===== config.mk =====
export PLATFORM = sky130hd
export DESIGN_NAME = fifo_fwft
export DESIGN_NICKNAME = d
export VERILOG_FILES = /design/src/rtl/fifo_pkg.sv /design/src/rtl/fifo_ptrs.sv /design/src/rtl/fifo_store.sv /design/src/rtl/fifo_fwft.sv
export SDC_FILE = /design/constraint.sdc
export NUM_CORES = 1
export LEC_CHECK = 0
export ABC_CLOCK_PERIOD_IN_PS = 1900
export CAP_MARGIN = 5
export CORE_MARGIN = 2
export CORE_UTILIZATION = 50
export CTS_CLUSTER_SIZE = 25
export DETAILED_ROUTE_END_ITERATION = 10
export HOLD_SLACK_MARGIN = 0.05
export PLACE_DENSITY = 0.74
export SETUP_SLACK_MARGIN = 0.05
export SYNTH_ARGS = -nofsm -noshare
export SYNTH_HDL_FRONTEND = slang
export SYNTH_SLANG_ARGS = --single-unit

===== constraint.sdc =====
create_clock -name clk -period 1.9 [get_ports clk]
set_input_delay 0.285 -clock clk [delete_from_list [all_inputs] [get_ports clk]]
set_output_delay 0.285 -clock clk [all_outputs]
set_load 0.02 [all_outputs]

===== src/rtl/fifo_pkg.sv =====
package fifo_pkg;

    typedef enum logic {
        FIFO_STD       = 1'b0,
        FIFO_SHOWAHEAD = 1'b1
    } fifo_mode_e;

    typedef struct packed {
        logic full;
        logic empty;
    } fifo_flags_t;

endpackage


===== src/rtl/fifo_ptrs.sv =====
module fifo_ptrs #(
    parameter int DEPTH = 4,
    localparam int AW = $clog2(DEPTH)
) (
    input  logic                  clk,
    input  logic                  rst,
    input  logic                  wr_en,
    input  logic                  rd_en,
    output logic                  wr_ok,
    output logic                  rd_ok,
    output logic [AW-1:0]         wr_addr,
    output logic [AW-1:0]         rd_addr,
    output fifo_pkg::fifo_flags_t flags
);
    logic [AW:0] wp;
    logic [AW:0] rp;

    assign flags.empty = (wp == rp);
    assign flags.full  = (wp[AW] != rp[AW]) && (wp[AW-1:0] == rp[AW-1:0]);

    assign rd_ok = rd_en && !flags.empty;
    assign wr_ok = wr_en && (!flags.full || rd_ok);

    assign wr_addr = wp[AW-1:0];
    assign rd_addr = rp[AW-1:0];

    always_ff @(posedge clk) begin
        if (rst) begin
            wp <= '0;
            rp <= '0;
        end else begin
            if (wr_ok) wp <= wp + 1'b1;
            if (rd_ok) rp <= rp + 1'b1;
        end
    end
endmodule


===== src/rtl/fifo_store.sv =====
module fifo_store #(
    parameter int WIDTH = 8,
    parameter int DEPTH = 4,
    localparam int AW = $clog2(DEPTH)
) (
    input  logic             clk,
    input  logic             wr_ok,
    input  logic [AW-1:0]    wr_addr,
    input  logic [WIDTH-1:0] wr_data,
    input  logic [AW-1:0]    rd_addr,
    output logic [WIDTH-1:0] rd_word
);
    logic [WIDTH-1:0] mem [DEPTH];

    always_ff @(posedge clk) begin
        if (wr_ok) mem[wr_addr] <= wr_data;
    end

    assign rd_word = mem[rd_addr];
endmodule


===== src/rtl/fifo_fwft.sv =====
module fifo_fwft #(
    parameter int                   WIDTH = 8,
    parameter int                   DEPTH = 4,
    parameter fifo_pkg::fifo_mode_e MODE  = fifo_pkg::FIFO_SHOWAHEAD
) (
    input  logic             clk,
    input  logic             rst,
    input  logic             wr_en,
    input  logic [WIDTH-1:0] wr_data,
    output logic             full,
    input  logic             rd_en,
    output logic [WIDTH-1:0] rd_data,
    output logic             empty,
    output logic             rd_valid
);
    localparam int AW = $clog2(DEPTH);

    logic                  wr_ok;
    logic                  rd_ok;
    logic [AW-1:0]         wr_addr;
    logic [AW-1:0]         rd_addr;
    logic [WIDTH-1:0]      rd_word;
    fifo_pkg::fifo_flags_t flags;

    fifo_ptrs #(.DEPTH(DEPTH)) u_ptrs (
        .clk     (clk),
        .rst     (rst),
        .wr_en   (wr_en),
        .rd_en   (rd_en),
        .wr_ok   (wr_ok),
        .rd_ok   (rd_ok),
        .wr_addr (wr_addr),
        .rd_addr (rd_addr),
        .flags   (flags)
    );

    fifo_store #(.WIDTH(WIDTH), .DEPTH(DEPTH)) u_store (
        .clk     (clk),
        .wr_ok   (wr_ok),
        .wr_addr (wr_addr),
        .wr_data (wr_data),
        .rd_addr (rd_addr),
        .rd_word (rd_word)
    );

    assign full  = flags.full;
    assign empty = flags.empty;

    generate
        if (MODE == fifo_pkg::FIFO_SHOWAHEAD) begin : g_showahead
            // head word is always exposed; acknowledge pops it
            assign rd_data  = rd_word;
            assign rd_valid = !flags.empty;
        end else begin : g_standard
            logic [WIDTH-1:0] data_q;
            logic             valid_q;
            always_ff @(posedge clk) begin
                if (rst) begin
                    data_q  <= '0;
                    valid_q <= 1'b0;
                end else begin
                    valid_q <= rd_ok;
                    if (rd_ok) data_q <= rd_word;
                end
            end
            assign rd_data  = data_q;
            assign rd_valid = valid_q;
        end
    endgenerate
endmodule


==> results of run 1 <==
==> cells in the final DEF (no fill, tap or decap), types with 5 or more instances in the layout <==
cell,Yosys,final
inv_1,6,6
nor2_1,5,5
clkdlybuf4s50_1,0,11
buf_4,0,12
edfxtp_1,32,32
clkbuf_4,0,5
ha_1,5,5
buf_2,1,8
mux4_2,8,8
==> worst reg2reg max path, cell delays in order (launching register included) <==
cell     delay (ps)
dfxtp_1         360
xnor2_2         170
buf_4           170
a41oi_2         250
and2_1          180
buf_4           150
==> area by class of cell <==
| cell class | instances | area (um^2) |
|---|---|---|
| timing repair buffer | 35 | 287 |
| clock buffer | 6 | 41.3 |
| multi-input combinational | 49 | 548 |
| inverter | 6 | 22.5 |
| sequential | 40 | 1130 |
| fill | 247 | 1170 |
| tap | 46 | 57.6 |
| clock inverter | 2 | 35.0 |
==> metrics by stage <==
stage	utilization	setup WS, ps	instances	cell area [um^2]
3_3_place_gp	0.631	94.5	176	2070
4_1_cts	0.645	103	184	2120
5_1_grt	0.645	52.4	184	2120
6_report	0.645	135	184	2120
3_5_place_dp	0.631	75.5	176	2070
2_1_floorplan	-	388	98	1700
==> final timing paths <==
path                                     endpoint  slack [ps]  cells after the start
worst max-delay path                   rd_data[4]         140                      3
worst min-delay path                 u_ptrs.wp[1]         530                      2
worst max register to register  u_store.mem[1][5]         340                      5
worst min register to register       u_ptrs.wp[1]         530                      2
==> cells by family (layout without fill, tap and decap cells) <==
kind of cell,Yosys count,after routing,share of synthesized area
flops,40,40,0.661
simple gates,21,21,0.0701
mux,14,14,0.147
buf+inv,9,49,0.0206
fa+ha+maj,5,5,0.0369
compound gates,5,5,0.0354
xor+xnor,4,4,0.0295
==> routing by layer <==
layer,part of all wire,track usage
met5,0,0
met4,0.016,0.0750
met3,0.046,0.0525
met2,0.52,0.277
met1,0.42,0.173
==> flip-flops by register name, indices dropped and copies added (netlist names), named ones only <==
signal	count
u_ptrs.wp	3
u_ptrs.rp	3
u_store.mem	32
==> where the power goes <==
part / total (mW) / switching [mW] / internal, mW
clock network: 0.527 / 0.251 / 0.276
registers: 1.05 / 0.0404 / 1.01
logic: 0.547 / 0.272 / 0.275
total: 2.12 / 0.563 / 1.56
==> results.sh, run 1 <==
export IMPL_min_period_over_period=0.929
export IMPL_post_layout_total_power_mw=2.12
export IMPL_cts_hold_buffers=0
export IMPL_drt_pass1_iter_count=4
export IMPL_clock_sinks=40
export IMPL_yosys_reg_bits=40
export IMPL_count_of_inserted_antenna_diode_cells=0
export IMPL_hp_class="register to register"
export IMPL_setup_repair_after_global_routing_missed_its_margin="false"
export IMPL_detailroute_via_count=936
export IMPL_synth_cell_types=28
export IMPL_finalHoldViolCount=0
export IMPL_timing_hold_worst_start="u_ptrs.wp[1]"
export IMPL_clk_pin_slew_ps=100
export IMPL_worst_setup_path_start_kind="register"
export IMPL_cell_types_with_the_highest_counts_after_synthesis="32 x edfxtp_1, 8 x dfxtp_1, 8 x mux4_2"
export IMPL_floorplan_initialDensity=0.517
export IMPL_post_drt_wl_per_cell_um=15.2
export IMPL_fin_crit_ps=1760
export IMPL_place_gp_congestion=0.713
export IMPL_yosys_area_top_type="edfxtp_1"
export IMPL_path_cells="buf_12, mux4_2, buf_2"
export IMPL_critical_path_endpoint_type="output port"
export IMPL_core_region_area_um2=3280
export IMPL_port_buffer_count=22
export IMPL_hold_slack_ps=529
export IMPL_vias_in_the_first_global_route=954
export IMPL_drt_first_iter_violations=16
export IMPL_timing_critical_path_arrival_ps=1480
export IMPL_drive_gt1_frac=0.355
export IMPL_yosysTopAreaCellShare=0.566
export IMPL_grt_use_total=0.158
export IMPL_cts_resized_gates=40
export IMPL_ys_warn_count=0
export IMPL_floorplan_rows=21
export IMPL_grt_antenna_before_repair=0
export IMPL_fin_skew_ps=8.27
export IMPL_chipWidth_um=62.3
export IMPL_powerDensity_nw_per_um2=1000
export IMPL_timing_fmax_mhz=567
export IMPL_place_hpwl_um=2090
export IMPL_flow_area_growth_from_synthesis_pct=24.8
export IMPL_timing_final_setup_violations=0
export IMPL_number_of_h_tree_levels=2
export IMPL_async_flop_share=0
export IMPL_slowest_stage_cell_crit_path="mux4_2"
export IMPL_p_leak_nw=0.777
export IMPL_synth_fp_nets=115
export IMPL_synthCells=98
export IMPL_synth_sequential_area_ratio=0.661
export IMPL_tritoncts="yes"
export IMPL_synth_enable_flop_cells=32
export IMPL_path_class="register to output port"
export IMPL_boundary_pins=23
export IMPL_grt_start_max_net_pins=14
export IMPL_syn_mean_instance_area_um2=17.3
export IMPL_floorplan_die_area_um2=3880
export IMPL_worstPathRequired_ps=1620
export IMPL_cp_buffers_inverters=2
export IMPL_r2r_start="u_ptrs.rp[1]"
export IMPL_drt_wl_total_um=2790
export IMPL_critical_path_peak_fanout=8
export IMPL_die_h_um=62.3
export IMPL_netlist_area_um2=1700
export IMPL_grt_first_pass_wirelength_um=4490
export IMPL_dominantRegCellSynth="edfxtp_1"
export IMPL_ir_worst_vdd_mv=0.608
export IMPL_remaining_routing_drc_violations=0
export IMPL_cts_post_setup_buffers_inserted=0
export IMPL_cts_buffers_inserted=5
export IMPL_max_slew_worst_pin_slew_ps=393
export IMPL_synth_top_cells_by_area="edfxtp_1 57%, mux4_2 11%, dfxtp_1 9.4%"
export IMPL_clkLatencyLatePin_ps=330
export IMPL_crit_family="multiplexers"
export IMPL_max_slew_margin=0.737
export IMPL_outcome="finished, final reports clean"
export IMPL_report_final_slew_viol_count=0
export IMPL_synthMostInstantiatedCell="edfxtp_1"
export IMPL_vias_per_inst=5.09
export IMPL_max_cap_violations=0
export IMPL_postRouteAntennaNets=0
export IMPL_final_setup_tns_ps=0
export IMPL_root_buffer_master="clkbuf_4"
export IMPL_finalNetCount=154
export IMPL_ctsLongestPathBuffers=2
export IMPL_cp_slowest_stage_delay_ps=490
export IMPL_global_route_overflow_total=0
Note: power is estimated with default switching activity, not from simulation.
==> inputs of run 2 (changes only) <==
--- a/config.mk
+++ b/config.mk
@@ -8,11 +8,10 @@
 export ABC_CLOCK_PERIOD_IN_PS = 1900
 export CAP_MARGIN = 5
 export CORE_MARGIN = 2
-export CORE_UTILIZATION = 50
+export CORE_UTILIZATION = 35
 export CTS_CLUSTER_SIZE = 25
 export DETAILED_ROUTE_END_ITERATION = 10
 export HOLD_SLACK_MARGIN = 0.05
-export PLACE_DENSITY = 0.74
 export SETUP_SLACK_MARGIN = 0.05
 export SYNTH_ARGS = -nofsm -noshare
 export SYNTH_HDL_FRONTEND = slang
==> run 2 against run 1 <==
Largest power group unchanged. Wire length up 6.8%. Sequential share of layout area down 2.4 points. Total power up 3.4%. Count of clock-buffer cells in the layout down 1. Global-route usage down 3.0 points. Non-clock buffer count up 5.
==> results.sh, run 2 (synthesis gave the netlist of run 1 again) <==
export IMPL_outcome="finished, final reports clean"
export IMPL_vias_per_inst=4.90
export IMPL_most_common_layout_cells="32 x edfxtp_1, 15 x buf_4, 11 x clkdlybuf4s50_1, 8 x mux4_2, 6 x inv_1"
export IMPL_timing_critical_path_arrival_ps=1530
export IMPL_share_clk_of_total_power=0.239
export IMPL_switching_power_uw=607
export IMPL_timing_hold_worst_start="u_ptrs.wp[1]"
export IMPL_timing_fmax_mhz=552
export IMPL_timing_final_setup_violations=0
export IMPL_reg2reg_setup_slack_ps=300
export IMPL_place_hpwl_um=2160
export IMPL_post_drt_wl_per_cell_um=15.1
export IMPL_clkLatencyLatePin_ps=290
export IMPL_ir_worst_vdd_mv=0.518
export IMPL_slowest_stage_cell_crit_path="mux4_2"
export IMPL_worst_setup_path_start_kind="register"
export IMPL_grt_antenna_before_repair=0
export IMPL_area_of_all_placed_cells_without_fillers_um2=2220
export IMPL_place_gp_congestion=0.699
export IMPL_seqCellArea_um2=1130
export IMPL_combPwrFrac=0.282
export IMPL_flow_area_growth_from_synthesis_pct=30.7
export IMPL_root_buffer_master="clkbuf_8"
export IMPL_p_leak_nw=0.822
export IMPL_cts_buffers_inserted=5
export IMPL_finalNetCount=159
export IMPL_max_slew_margin=0.729
export IMPL_layout_cells_non_filler=197
export IMPL_grt_first_pass_wirelength_um=4970
export IMPL_floorplan_rows=25
export IMPL_grt_use_total=0.128
export IMPL_fin_skew_ps=7.96
export IMPL_path_class="register to output port"
export IMPL_seq_power_share=0.479
export IMPL_regMostFlops="u_store.mem"
export IMPL_floorplan_die_area_um2=5420
export IMPL_mostFrequentLayoutCell="edfxtp_1"
export IMPL_floorplan_initialDensity=0.362
export IMPL_cts_hold_buffers=0
export IMPL_setup_repair_after_global_routing_missed_its_margin="false"
export IMPL_count_of_inserted_antenna_diode_cells=0
export IMPL_finalHoldViolCount=0
export IMPL_r2r_start="u_ptrs.rp[2]"
export IMPL_multi_input_comb_area_um2=559
export IMPL_report_final_slew_viol_count=0
export IMPL_critical_path_peak_fanout=7
export IMPL_clk_pin_slew_ps=80
export IMPL_boundary_pins=23
export IMPL_critical_path_endpoint_type="output port"
export IMPL_core_region_area_um2=4690
export IMPL_chipWidth_um=73.6
export IMPL_drt_pass1_iter_count=4
export IMPL_number_of_h_tree_levels=2
export IMPL_die_h_um=73.6
export IMPL_powerDensity_nw_per_um2=990
export IMPL_drt_wl_total_um=2980
export IMPL_internal_power_mw=1.59
export IMPL_placed_insts=184
export IMPL_crit_family="multiplexers"
export IMPL_timing_final_ws_setup_ps=89.3
export IMPL_cp_slowest_stage_delay_ps=490
export IMPL_global_route_overflow_total=0
export IMPL_post_layout_total_power_mw=2.20
export IMPL_clock_sinks=40
export IMPL_ctsLongestPathBuffers=2
export IMPL_switching_share=0.277
export IMPL_largest_registers="u_store.mem x32, u_ptrs.rp x3, u_ptrs.wp x3"
export IMPL_cp_buffers_inverters=2
export IMPL_fin_crit_ps=1810
export IMPL_placed_cell_area_um2=2110
export IMPL_remaining_routing_drc_violations=0
export IMPL_hp_class="register to register"
export IMPL_preCtsSetupSlack_ps=43.5
export IMPL_drive_gt1_frac=0.378
export IMPL_largest_reg_flops=32
export IMPL_max_slew_worst_pin_slew_ps=405
export IMPL_grt_start_max_net_pins=14
export IMPL_min_period_over_period=0.953
export IMPL_port_buffer_count=22
export IMPL_worstPathRequired_ps=1620
export IMPL_vias_in_the_first_global_route=1047
export IMPL_final_setup_tns_ps=0
export IMPL_postRouteAntennaNets=0
export IMPL_drt_first_iter_violations=70
export IMPL_fillCellCount=428
export IMPL_path_cells="buf_12, mux4_2, clkdlybuf4s15_2"
export IMPL_detailroute_via_count=965
export IMPL_max_cap_violations=0
export IMPL_tritoncts="yes"
==> run 2: metrics by stage <==
step                hold WS [ps]  utilization
detailed placement           563        0.449
floorplan                    384            -
global placement             538        0.449
CTS                          542        0.481
global route                 565        0.473
finish                       539        0.473
==> run 2: power groups by stage <==
stage | combinational (mW) | sequential (mW) | clock, mW
floorplan | 0.353 | 1.05 | 0
global placement | 0.627 | 1.06 | 0
detailed placement | 0.643 | 1.06 | 0
CTS | 0.657 | 1.05 | 0.539
global route | 0.666 | 1.06 | 0.577
finish | 0.618 | 1.05 | 0.525
==> run 2: worst paths after layout <==
check / endpoint / cells past startpoint
hold reg to reg: u_ptrs.wp[1] / 2
hold / removal: u_ptrs.wp[1] / 2
setup / recovery: rd_data[1] / 3
setup reg to reg: u_store.mem[1][7] / 5
==> run 2: layout make-up <==
type                    count  share of cell area
flip-flops and latches     40               0.508
multi-input cells          49               0.252
repair buffers             40               0.162
inverters                   6              0.0102
well taps                  54              0.0305
clock inverters             3             0.00621
clock buffers               5              0.0310
==> run 2: tightest hold or removal path: stages, from the launching register on <==
cell and delay, ps:
dfxtp_2 360, nand2b_1 80, mux2i_1 60
==> run 2: metal layers <==
| metal | share of wire | track usage | wire length, um |
|---|---|---|---|
| met1 | 0.40 | 0.142 | 1190 |
| met2 | 0.53 | 0.228 | 1590 |
| met3 | 0.058 | 0.0398 | 173 |
| met4 | 0.0097 | 0.0485 | 29 |
| met5 | 0 | 0 | 0 |
==> run 2: repair_timing <==
action / in CTS / in global routing
buffers inserted: 5 / 0
endpoints found under the setup margin: 11 / 8
pin swaps: 2 / 0
gates resized for setup: 29 / 9
hold endpoints to repair: 0 / 0
==> inputs of run 3 (changes only) <==
--- a/config.mk
+++ b/config.mk
@@ -5,6 +5,7 @@
 export SDC_FILE = /design/constraint.sdc
 export NUM_CORES = 1
 export LEC_CHECK = 0
+export ABC_AREA = 1
 export ABC_CLOCK_PERIOD_IN_PS = 1900
 export CAP_MARGIN = 5
 export CORE_MARGIN = 2
==> run 3 against run 2 <==
Register-to-register slack improved by 60 ps. Sequential share of layout area rose by 3.2 points. Critical endpoint is now rd_data[4]. Die area decreased by 1.9%. Clock power grew 6.7%. Hold slack got worse by 30 ps. Count of clock-buffer cells in the layout is 1 higher. Critical path type unchanged.
==> results.sh, run 3 <==
export IMPL_min_period_over_period=0.927
export IMPL_worstPathRequired_ps=1620
export IMPL_regMostFlops="u_store.mem"
export IMPL_grt_first_pass_wirelength_um=4800
export IMPL_vias_in_the_first_global_route=1063
export IMPL_timing_critical_path_arrival_ps=1480
export IMPL_cts_post_setup_buffers_inserted=0
export IMPL_synth_sequential_area_ratio=0.674
export IMPL_layout_cells_non_filler=239
export IMPL_place_hpwl_um=2120
export IMPL_synth_fp_nets=164
export IMPL_finalNetCount=201
export IMPL_setup_repair_after_global_routing_missed_its_margin="true"
export IMPL_timing_final_setup_violations=0
export IMPL_synth_top_cells_by_area="edfxtp_1 58%, dfxtp_1 9.6%, nor2_1 6.1%"
export IMPL_synth_enable_flop_cells=32
export IMPL_port_buffer_count=22
export IMPL_grt_antenna_before_repair=0
export IMPL_grt_start_max_net_pins=13
export IMPL_yosys_reg_bits=40
export IMPL_syn_mean_instance_area_um2=11.3
export IMPL_preCtsSetupSlack_ps=66.4
export IMPL_grt_use_total=0.121
export IMPL_die_h_um=72.9
export IMPL_clock_sinks=40
export IMPL_synthCells=147
export IMPL_critical_path_endpoint_type="output port"
export IMPL_fin_crit_ps=1760
export IMPL_yosys_area_top_type="edfxtp_1"
export IMPL_detailroute_via_count=1117
export IMPL_powerDensity_nw_per_um2=982
export IMPL_boundary_pins=23
export IMPL_ctsLongestPathBuffers=2
export IMPL_multi_input_comb_area_um2=468
export IMPL_flow_area_growth_from_synthesis_pct=25.6
export IMPL_synthMostInstantiatedCell="edfxtp_1"
export IMPL_timing_fmax_mhz=568
export IMPL_post_layout_total_power_mw=2.05
export IMPL_count_of_inserted_antenna_diode_cells=0
export IMPL_synth_cell_types=19
export IMPL_critical_path_peak_fanout=6
export IMPL_floorplan_initialDensity=0.357
export IMPL_max_slew_worst_pin_slew_ps=221
export IMPL_vias_per_inst=4.67
export IMPL_outcome="finished, final reports clean"
export IMPL_final_setup_tns_ps=0
export IMPL_path_cells="inv_1, buf_4, nor2_1, o22ai_1, dlygate4sd2_1"
export IMPL_remaining_routing_drc_violations=0
export IMPL_largest_reg_flops=32
export IMPL_clkLatencyLatePin_ps=290
export IMPL_max_cap_violations=0
export IMPL_placed_insts=231
export IMPL_fillCellCount=426
export IMPL_postRouteAntennaNets=0
export IMPL_hp_class="register to register"
export IMPL_tritoncts="yes"
export IMPL_floorplan_rows=25
export IMPL_async_flop_share=0
export IMPL_slowest_stage_cell_crit_path="dfxtp_4"
export IMPL_place_gp_congestion=0.763
export IMPL_max_slew_margin=0.852
export IMPL_ir_worst_vdd_mv=0.345
export IMPL_cp_slowest_stage_delay_ps=360
export IMPL_drt_wl_total_um=2930
export IMPL_cts_hold_buffers=0
export IMPL_report_final_slew_viol_count=0
export IMPL_root_buffer_master="clkbuf_8"
export IMPL_drt_pass1_iter_count=4
export IMPL_global_route_overflow_total=0
export IMPL_drt_first_iter_violations=60
export IMPL_worst_setup_path_start_kind="register"
export IMPL_timing_final_ws_setup_ps=139
export IMPL_post_drt_wl_per_cell_um=12.3
export IMPL_yosysTopAreaCellShare=0.578
export IMPL_cell_types_with_the_highest_counts_after_synthesis="32 x edfxtp_1, 27 x nor2_1, 16 x inv_1, 16 x o21ai_0, 15 x nand2_1"
export IMPL_floorplan_die_area_um2=5320
export IMPL_clk_pin_slew_ps=70
export IMPL_ys_warn_count=0
export IMPL_cts_buffers_inserted=5
export IMPL_core_region_area_um2=4660
export IMPL_netlist_area_um2=1660
export IMPL_p_leak_nw=0.835
export IMPL_finalHoldViolCount=0
export IMPL_number_of_h_tree_levels=2
export IMPL_fin_skew_ps=5.63
export IMPL_mostFrequentLayoutCell="edfxtp_1"
export IMPL_seqCellArea_um2=1130
export IMPL_chipWidth_um=72.9
export IMPL_largest_registers="u_store.mem x32, u_ptrs.rp x3, u_ptrs.wp x3"
export IMPL_path_class="register to output port"
export IMPL_most_common_layout_cells="32 x edfxtp_1, 27 x nor2_1, 15 x inv_1, 15 x nand2_1, 14 x o21ai_0"
export IMPL_dominantRegCellSynth="edfxtp_1"
export IMPL_drive_gt1_frac=0.173
[run 3: cell count changes after synthesis, sizes merged, moves of 8 or more]
cell	previous run	this run
inv	6	17
o21ai	0	16
o22ai	0	8
nor2	5	28
mux4	8	0
nand2	2	16
[run 3: worst max-delay path, delay by kind of cell, from the launching register on]
family | cells | cell delay (ps)
flops | 1 | 360
simple gates | 1 | 40
buf+inv | 3 | 630
compound gates | 1 | 150
[run 3: stage by stage]
stage | hold slack (ps) | util | cell area (um^2)
2_1_floorplan | 354 | - | 1660
3_3_place_gp | 491 | 0.432 | 2020
3_5_place_dp | 502 | 0.432 | 2020
4_1_cts | 512 | 0.450 | 2100
5_1_grt | 542 | 0.448 | 2090
6_report | 509 | 0.448 | 2090
[run 3: path summary, 6_finish.rpt]
path / from / end / slack (ps) / cells after the start
worst max-delay path: register / rd_data[4] / 140 / 5
worst min-delay path: u_ptrs.rp[2] / u_ptrs.rp[2] / 510 / 2
worst max register to register: u_ptrs.wp[1] / u_store.mem[0][0] / 360 / 7
worst min register to register: u_ptrs.rp[2] / u_ptrs.rp[2] / 510 / 2
[run 3: final cells by class]
type                            count  area share
Sequential cell                    40       0.540
Multi-Input combinational cell     88       0.224
Timing Repair Buffer               32       0.129
Clock buffer                        6      0.0395
Tap cell                           54      0.0324
Inverter                           17      0.0306
Clock inverter                      2     0.00479
[run 3: cell families (layout without fill, tap and decap cells)]
kind of cell / count (synthesis) / in the layout / synth area share
adders and majority gates: 5 / 5 / 0.0376
AOI/OAI and AO/OA: 29 / 29 / 0.0933
and+or+nand+nor: 52 / 52 / 0.135
DFF: 40 / 40 / 0.674
xor gates and xnor gates: 2 / 2 / 0.0151
buffers and inverters: 19 / 57 / 0.0444
[run 3: what timing repair did]
| action | in CTS | in global routing |
|---|---|---|
| setup endpoints to repair | 11 | 10 |
| cloned | 0 | 0 |
| resized for setup | 15 | 13 |
[run 3: report_power, final]
part           internal (mW)  switching, mW  leakage [nW]
registers              0.999         0.0361         0.361
logic                  0.183          0.271         0.423
clock network          0.289          0.271        0.0510
[run 3: metal layers]
layer / global-route usage / up-vias / routed length, um
met2: 0.194 / 23 / 1380
met3: 0.0359 / 6 / 157
met4: 0.0556 / 0 / 51
li1: - / 581 / -
met1: 0.151 / 507 / 1340
met5: 0 / - / 0
